### config.mk
export PLATFORM = sky130hd
export DESIGN_NAME = dual_dag
export DESIGN_NICKNAME = d
export VERILOG_FILES = /design/src/rtl/dag_pkg.sv /design/src/rtl/dag_regfile.sv /design/src/rtl/dag_unit.sv /design/src/rtl/dual_dag.sv
export SDC_FILE = /design/constraint.sdc
export NUM_CORES = 2
export LEC_CHECK = 0
export ABC_AREA = 1
export BUFFER_PORTS_ARGS = -buffer_cell sky130_fd_sc_hd__buf_2
export CAP_MARGIN = 20
export CELL_PAD_IN_SITES_DETAIL_PLACEMENT = 1
export CELL_PAD_IN_SITES_GLOBAL_PLACEMENT = 1
export CORE_MARGIN = 1
export CORE_UTILIZATION = 40
export DETAILED_ROUTE_END_ITERATION = 6
export PLACE_DENSITY = 0.72
export SKIP_CTS_REPAIR_TIMING = 1
export SYNTH_ARGS = -nofsm -noshare
export SYNTH_HDL_FRONTEND = slang
export SYNTH_SLANG_ARGS = --single-unit
export TNS_END_PERCENT = 20
### constraint.sdc
create_clock -name clk -period 10.7 [get_ports clk]
set_input_delay 1.07 -clock clk [delete_from_list [all_inputs] [get_ports clk]]
set_output_delay 1.07 -clock clk [all_outputs]
set_load 0.05 [all_outputs]
### src/rtl/dag_pkg.sv
package dag_pkg;
    // Access mode decoded by each generator
    typedef enum logic [1:0] {
        ACC_OFFSET  = 2'd0,
        ACC_POSTMOD = 2'd1,
        ACC_JUMP    = 2'd2,
        ACC_NONE    = 2'd3
    } acc_mode_e;
endpackage

### src/rtl/dag_regfile.sv
module dag_regfile #(
    parameter int AW   = 32,
    parameter int NREG = 8
) (
    input  logic                    clk,
    input  logic                    rst,
    input  logic                    wr_en,
    input  logic                    wr_is_mod,
    input  logic [$clog2(NREG)-1:0] wr_sel,
    input  logic [AW-1:0]           wr_data,
    input  logic                    upd_en,
    input  logic [$clog2(NREG)-1:0] upd_sel,
    input  logic [AW-1:0]           upd_val,
    input  logic [$clog2(NREG)-1:0] rd_isel,
    input  logic [$clog2(NREG)-1:0] rd_msel,
    output logic [AW-1:0]           rd_idx,
    output logic [AW-1:0]           rd_mod
);
    localparam int SW = $clog2(NREG);

    logic [AW-1:0] idx_q [NREG];
    logic [AW-1:0] mod_q [NREG];

    for (genvar k = 0; k < NREG; k++) begin : g_entry
        // Index entry: software write outranks auto-update
        always_ff @(posedge clk) begin
            if (rst)
                idx_q[k] <= '0;
            else if (wr_en && !wr_is_mod && wr_sel == SW'(k))
                idx_q[k] <= wr_data;
            else if (upd_en && upd_sel == SW'(k))
                idx_q[k] <= upd_val;
        end

        always_ff @(posedge clk) begin
            if (rst)
                mod_q[k] <= '0;
            else if (wr_en && wr_is_mod && wr_sel == SW'(k))
                mod_q[k] <= wr_data;
        end
    end

    // Reads see pre-write contents
    assign rd_idx = idx_q[rd_isel];
    assign rd_mod = mod_q[rd_msel];
endmodule

### src/rtl/dag_unit.sv
module dag_unit
    import dag_pkg::*;
#(
    parameter int AW      = 32,
    parameter int NREG    = 8,
    parameter bit JUMP_OK = 1'b0
) (
    input  logic                    clk,
    input  logic                    rst,
    input  logic                    wr_en,
    input  logic                    wr_is_mod,
    input  logic [$clog2(NREG)-1:0] wr_sel,
    input  logic [AW-1:0]           wr_data,
    input  logic                    req,
    input  acc_mode_e               mode,
    input  logic [$clog2(NREG)-1:0] isel,
    input  logic [$clog2(NREG)-1:0] msel,
    output logic [AW-1:0]           addr,
    output logic                    valid,
    output logic                    is_jump
);
    logic [AW-1:0] idx_v, mod_v, sum_v, addr_n;
    logic          fire_data, fire_jump, do_upd;

    dag_regfile #(.AW(AW), .NREG(NREG)) u_rf (
        .clk      (clk),
        .rst      (rst),
        .wr_en    (wr_en),
        .wr_is_mod(wr_is_mod),
        .wr_sel   (wr_sel),
        .wr_data  (wr_data),
        .upd_en   (do_upd),
        .upd_sel  (isel),
        .upd_val  (sum_v),
        .rd_isel  (isel),
        .rd_msel  (msel),
        .rd_idx   (idx_v),
        .rd_mod   (mod_v)
    );

    // Two's-complement modifier, wraps modulo 2^AW
    assign sum_v = idx_v + mod_v;

    // Mode decode
    always_comb begin
        fire_data = 1'b0;
        fire_jump = 1'b0;
        do_upd    = 1'b0;
        addr_n    = sum_v;
        unique case (mode)
            ACC_OFFSET: begin
                fire_data = req;
            end
            ACC_POSTMOD: begin
                fire_data = req;
                do_upd    = req;
                addr_n    = idx_v;
            end
            ACC_JUMP: begin
                fire_jump = req && JUMP_OK;
            end
            ACC_NONE: begin
            end
        endcase
    end

    // Output register
    always_ff @(posedge clk) begin
        if (rst) begin
            addr    <= '0;
            valid   <= 1'b0;
            is_jump <= 1'b0;
        end else begin
            valid   <= fire_data || fire_jump;
            is_jump <= fire_jump;
            if (fire_data || fire_jump)
                addr <= addr_n;
        end
    end
endmodule

### src/rtl/dual_dag.sv
module dual_dag
    import dag_pkg::*;
#(
    parameter int AW   = 32,
    parameter int NREG = 8
) (
    input  logic                    clk,
    input  logic                    rst,
    input  logic                    wr_en,
    input  logic                    wr_gen,
    input  logic                    wr_is_mod,
    input  logic [$clog2(NREG)-1:0] wr_sel,
    input  logic [AW-1:0]           wr_data,
    input  logic                    dm_req,
    input  logic [1:0]              dm_mode,
    input  logic [$clog2(NREG)-1:0] dm_isel,
    input  logic [$clog2(NREG)-1:0] dm_msel,
    input  logic                    pm_req,
    input  logic [1:0]              pm_mode,
    input  logic [$clog2(NREG)-1:0] pm_isel,
    input  logic [$clog2(NREG)-1:0] pm_msel,
    output logic [AW-1:0]           dm_addr,
    output logic                    dm_valid,
    output logic [AW-1:0]           pm_addr,
    output logic                    pm_valid,
    output logic [AW-1:0]           jmp_addr,
    output logic                    jmp_valid
);
    localparam int SW    = $clog2(NREG);
    localparam int NUNIT = 2;

    logic          u_req   [NUNIT];
    acc_mode_e     u_mode  [NUNIT];
    logic [SW-1:0] u_isel  [NUNIT];
    logic [SW-1:0] u_msel  [NUNIT];
    logic [AW-1:0] u_addr  [NUNIT];
    logic          u_valid [NUNIT];
    logic          u_jump  [NUNIT];

    assign u_req[0]  = dm_req;
    assign u_mode[0] = acc_mode_e'(dm_mode);
    assign u_isel[0] = dm_isel;
    assign u_msel[0] = dm_msel;
    assign u_req[1]  = pm_req;
    assign u_mode[1] = acc_mode_e'(pm_mode);
    assign u_isel[1] = pm_isel;
    assign u_msel[1] = pm_msel;

    // Unit 0 serves data memory, unit 1 program memory and jumps
    for (genvar g = 0; g < NUNIT; g++) begin : g_unit
        dag_unit #(.AW(AW), .NREG(NREG), .JUMP_OK(g == 1)) u_dag (
            .clk      (clk),
            .rst      (rst),
            .wr_en    (wr_en && (wr_gen == 1'(g))),
            .wr_is_mod(wr_is_mod),
            .wr_sel   (wr_sel),
            .wr_data  (wr_data),
            .req      (u_req[g]),
            .mode     (u_mode[g]),
            .isel     (u_isel[g]),
            .msel     (u_msel[g]),
            .addr     (u_addr[g]),
            .valid    (u_valid[g]),
            .is_jump  (u_jump[g])
        );
    end

    assign dm_addr   = u_addr[0];
    assign dm_valid  = u_valid[0] && !u_jump[0];
    assign pm_addr   = u_addr[1];
    assign pm_valid  = u_valid[1] && !u_jump[1];
    assign jmp_addr  = u_addr[1];
    assign jmp_valid = u_valid[1] && u_jump[1];
endmodule

==> out/metrics.csv <==
stage,metric,value,unit
status,status,"finished, violations left",
status,violations,DRC,
timing,hold_viol,0,
worst_setup_path,r2r_cells,15,
global_route,grt_pass1_vias,45800,
worst_setup_path,cpMaxStageDelayCell,clkinv_2,
synthesis,synth.avg_cell_area,9.47,um2
worst_setup_path,worstReg2RegStart,g_unit[0].u_dag.u_rf.idx_q[0][16],
synthesis,yosysWarnings,0,
floorplan,die-area,0.137,mm2
global_route,grt_first_pass_wirelength,304,mm
route,routed_wirelength,209,mm
floorplan,ios,157,
power_and_ir_drop,ir_worst_vdd,0.139,mV
timing,final.setup.tns,0,ns
cts,cts_buffers,115,
global_route,track_usage,0.302,
worst_setup_path,crit_path_end,g_unit[0].u_dag.u_rf.idx_q[4][27],
job,maxCapViolCount,0,
floorplan,coreArea,0.134,mm2
synthesis,synth_xor_area_frac,0.00405,
timing,rsz0062_at_grt,false,
global_route,grt_start_max_net_pins,100,
final_layout,drive_gt1_frac,0.0943,
synthesis,synth_compound_area_frac,0.151,
worst_setup_path,worst-endpoint-required,11.18,ns
cts,cts_tree,built,
worst_setup_path,cpPeakStageDelay,0.81,ns
synthesis,muxShareOfSynthArea,0.000556,
synthesis,ys_seq_elements,1091,
power_and_ir_drop,leakage,23.5,nW
worst_setup_path,rrSetupSlack,6.79,ns
floorplan,start_util,0.404,
min_path,hold_path_class,reg -> reg,
cts,htree_num_levels,3,
route,routedWlPerCell,28.0,um
synthesis,syn_area,0.0540,mm2
synthesis,synth_fp_nets,5827,
route,first_pass_iters,7,
floorplan,std_cell_rows,134,
cts,cts.sinks,1091,
route,vias_per_cell,6.11,
route,dr_total_vias,45700,
synthesis,yosysSeqAreaShare,0.594,
synthesis,synth_top_family_by_area,simple AND/OR/NAND/NOR gates,
worst_setup_path,r2r-end,g_unit[0].u_dag.u_rf.idx_q[4][27],
floorplan,die_h,369,um
worst_setup_path,cp-end-kind,flip-flop,
timing,finalSetupViolCount,0,
synthesis,async_flop_share,0,
global_route,antenna_found_initial,7,
route,wl_met2,95.8,mm
placement,hpwl,122,mm
synthesis,synthCells,5705,
route,drt_iter0_markers,5372,
cts,clk_latency,0.74,ns
power_and_ir_drop,p_total,10.9,mW
synthesis,synthFlopType,edfxtp_1,
synthesis,synth_edf_count,1024,
worst_setup_path,crit_type,in -> reg,
cts,cts_root_buf,clkbuf_16,
timing,clock_skew,0.0267,ns
worst_setup_path,cp_max_fo,72,
route,routed-wl-met3,19.2,mm
worst_setup_path,setup.worst_path.start,dm_msel[0],
final_layout,nFillCells,15100,
placement,gp_congestion,0.970,
cts,clk_path_buf_depth,3,
final_layout,syn2layout_area_growth,10.7,%
route,ant_nets,0,
route,wl_met1,82.9,mm
synthesis,synth-simple-area-share,0.164,
route,drc,34,
placement,port_buffers,156,
final_layout,final_nets,5732,
timing,max_freq,184,MHz
timing,worst_slew_pin_slew,1.17,ns
synthesis,synth_cell_type_count,41,
worst_setup_path,cpMostUsedCell,nand2_1,
cts,clk_pin_slew,0.06,ns
power_and_ir_drop,power_density,183,mW/mm2
global_route,grt_overflow_total,0,
timing,fin_crit_sh,0.507,
timing,relSlewSlack,0.212,
timing,slew_viol_final,0,
floorplan,die_w,369,um
route,top_layer_used,met4,
worst_setup_path,path_cells,buf_4 -> clkinv_2 -> buf_4 -> o21ai_0 -> o22ai_1 -> nor2_1 -> a31oi_1 -> ha_1 -> nand2_1 -> nor2_1 -> nand2_1 -> nor3_1 -> nand2_1 -> nand3_1 -> and2_1 -> nand2_1 -> nand2_1 -> inv_1,
worst_setup_path,start_kind,input port,
worst_setup_path,cp.arrival,5.90,ns
timing,fin_crit,5.42,ns
synthesis,synth_fa_ha_area_frac,0.0151,
==> metal layers <==
layer	vias to the layer above	global-route usage
met1	22900	0.399
met2	2470	0.480
li1	19800	-
met5	-	0
met4	0	0.148
met3	496	0.0522
==> Yosys cell counts, types with 2 or more instances <==
cell type  instances  area (um2)
o22ai_1          542        3390
o21bai_1           4        30.0
ha_1              62         776
and3_1             7        43.8
o21ai_1           34         170
o21ai_0          321        1610
clkbuf_1         322        1210
nor3_4             2        32.5
xor2_1             3        26.3
xnor2_1           22         193
edfxtp_1        1024       30700
dfxtp_1           67        1340
mux2i_1            3        30.0
inv_2             27         101
buf_1             34         128
a22oi_1          220        1650
nor2_4             2        22.5
nor2_1          1047        3930
a31oi_1           68         425
nor2_2             8        50.1
buf_4             32         240
nand2_1          865        3250
nand4_1           11        68.8
nand3_1          209        1050
o21a_1             9        67.6
buf_2            114         571
o21ai_2            4        35.0
inv_1            420        1580
nor3_2             9        90.1
nor3_1            16        80.1
fa_1               2        40.0
and2_1            34         213
or2_2              5        31.3
a21oi_1          149         746
==> worst max-delay path: cells and delay by family <==
family	cells	cell delay [ns]
AOI/OAI and AO/OA	3	0.58
adders and majority gates	1	0.51
buffers and inverters	4	1.96
and+or+nand+nor	10	1.73
==> layout make-up <==
type                            count  area [um2]  share of cell area
Antenna cell                        3        7.51            0.000126
Timing Repair Buffer              290        1860              0.0312
Multi-Input combinational cell   3665       18300               0.306
Inverter                          447        1680              0.0282
Sequential cell                  1091       32100               0.537
Clock inverter                     58         508             0.00850
Clock buffer                      155        3100              0.0519
Tap cell                         1768        2210              0.0370
==> state kept, by name, indices dropped and copies added, names as in the netlist <==
| name | count |
|---|---|
| g_unit.u_dag.u_rf.idx_q | 512 |
| g_unit.u_dag.is_jump | 1 |
| g_unit.u_dag.valid | 2 |
| g_unit.u_dag.addr | 64 |
| g_unit.u_dag.u_rf.mod_q | 512 |
==> power by group <==
group          leakage, nW  internal [mW]  total, mW  switching, mW
clock network         1.77           2.22       3.96           1.75
logic                 11.0          0.487       2.00           1.51
registers             10.7           4.89       4.97         0.0820
total                 23.5           7.59       10.9           3.34
==> worst min-delay path by stage <==
stage / from / to / cells after the start
after CTS: g_unit[0].u_dag.addr[25] / g_unit[0].u_dag.addr[25] / 2
after detailed placement: g_unit[0].u_dag.addr[25] / g_unit[0].u_dag.addr[25] / 2
after global placement: g_unit[0].u_dag.addr[16] / g_unit[0].u_dag.addr[16] / 2
after global routing: g_unit[0].u_dag.addr[26] / g_unit[0].u_dag.addr[26] / 2
after floorplan: g_unit[0].u_dag.addr[10] / g_unit[0].u_dag.addr[10] / 2
final: g_unit[0].u_dag.addr[25] / g_unit[0].u_dag.addr[25] / 2
==> placed cells by master (no fill, tap or decap), types with 132 or more instances in the layout <==
cell type	instances
nor2_1	1047
edfxtp_1	1024
nand2_1	853
o22ai_1	542
inv_1	413
o21ai_0	307
a22oi_1	220
nand3_1	207
buf_2	153
a21oi_1	149
buf_4	132
==> metrics by stage <==
stage / instance area (um2) / hold WS [ns] / instances / setup slack [ns] / utilization
after global routing: 59800 / 0.491 / 7475 / 4.98 / 0.447
final: 59800 / 0.464 / 7477 / 5.28 / 0.447
after detailed placement: 56100 / 0.455 / 7258 / 4.59 / 0.419
after floorplan: 54000 / 0.690 / 5705 / 6.23 / -
after global placement: 56100 / 0.454 / 7256 / 4.67 / 0.419
after CTS: 59700 / 0.464 / 7471 / 5.38 / 0.446
==> cells by family after synthesis <==
group           Yosys count
compound gates         1356
flops                  1091
fa+ha+maj                64
mux                       3
buf+inv                 949
xor+xnor                 25
simple gates           2217
Power figures use the tool's default switching activity.
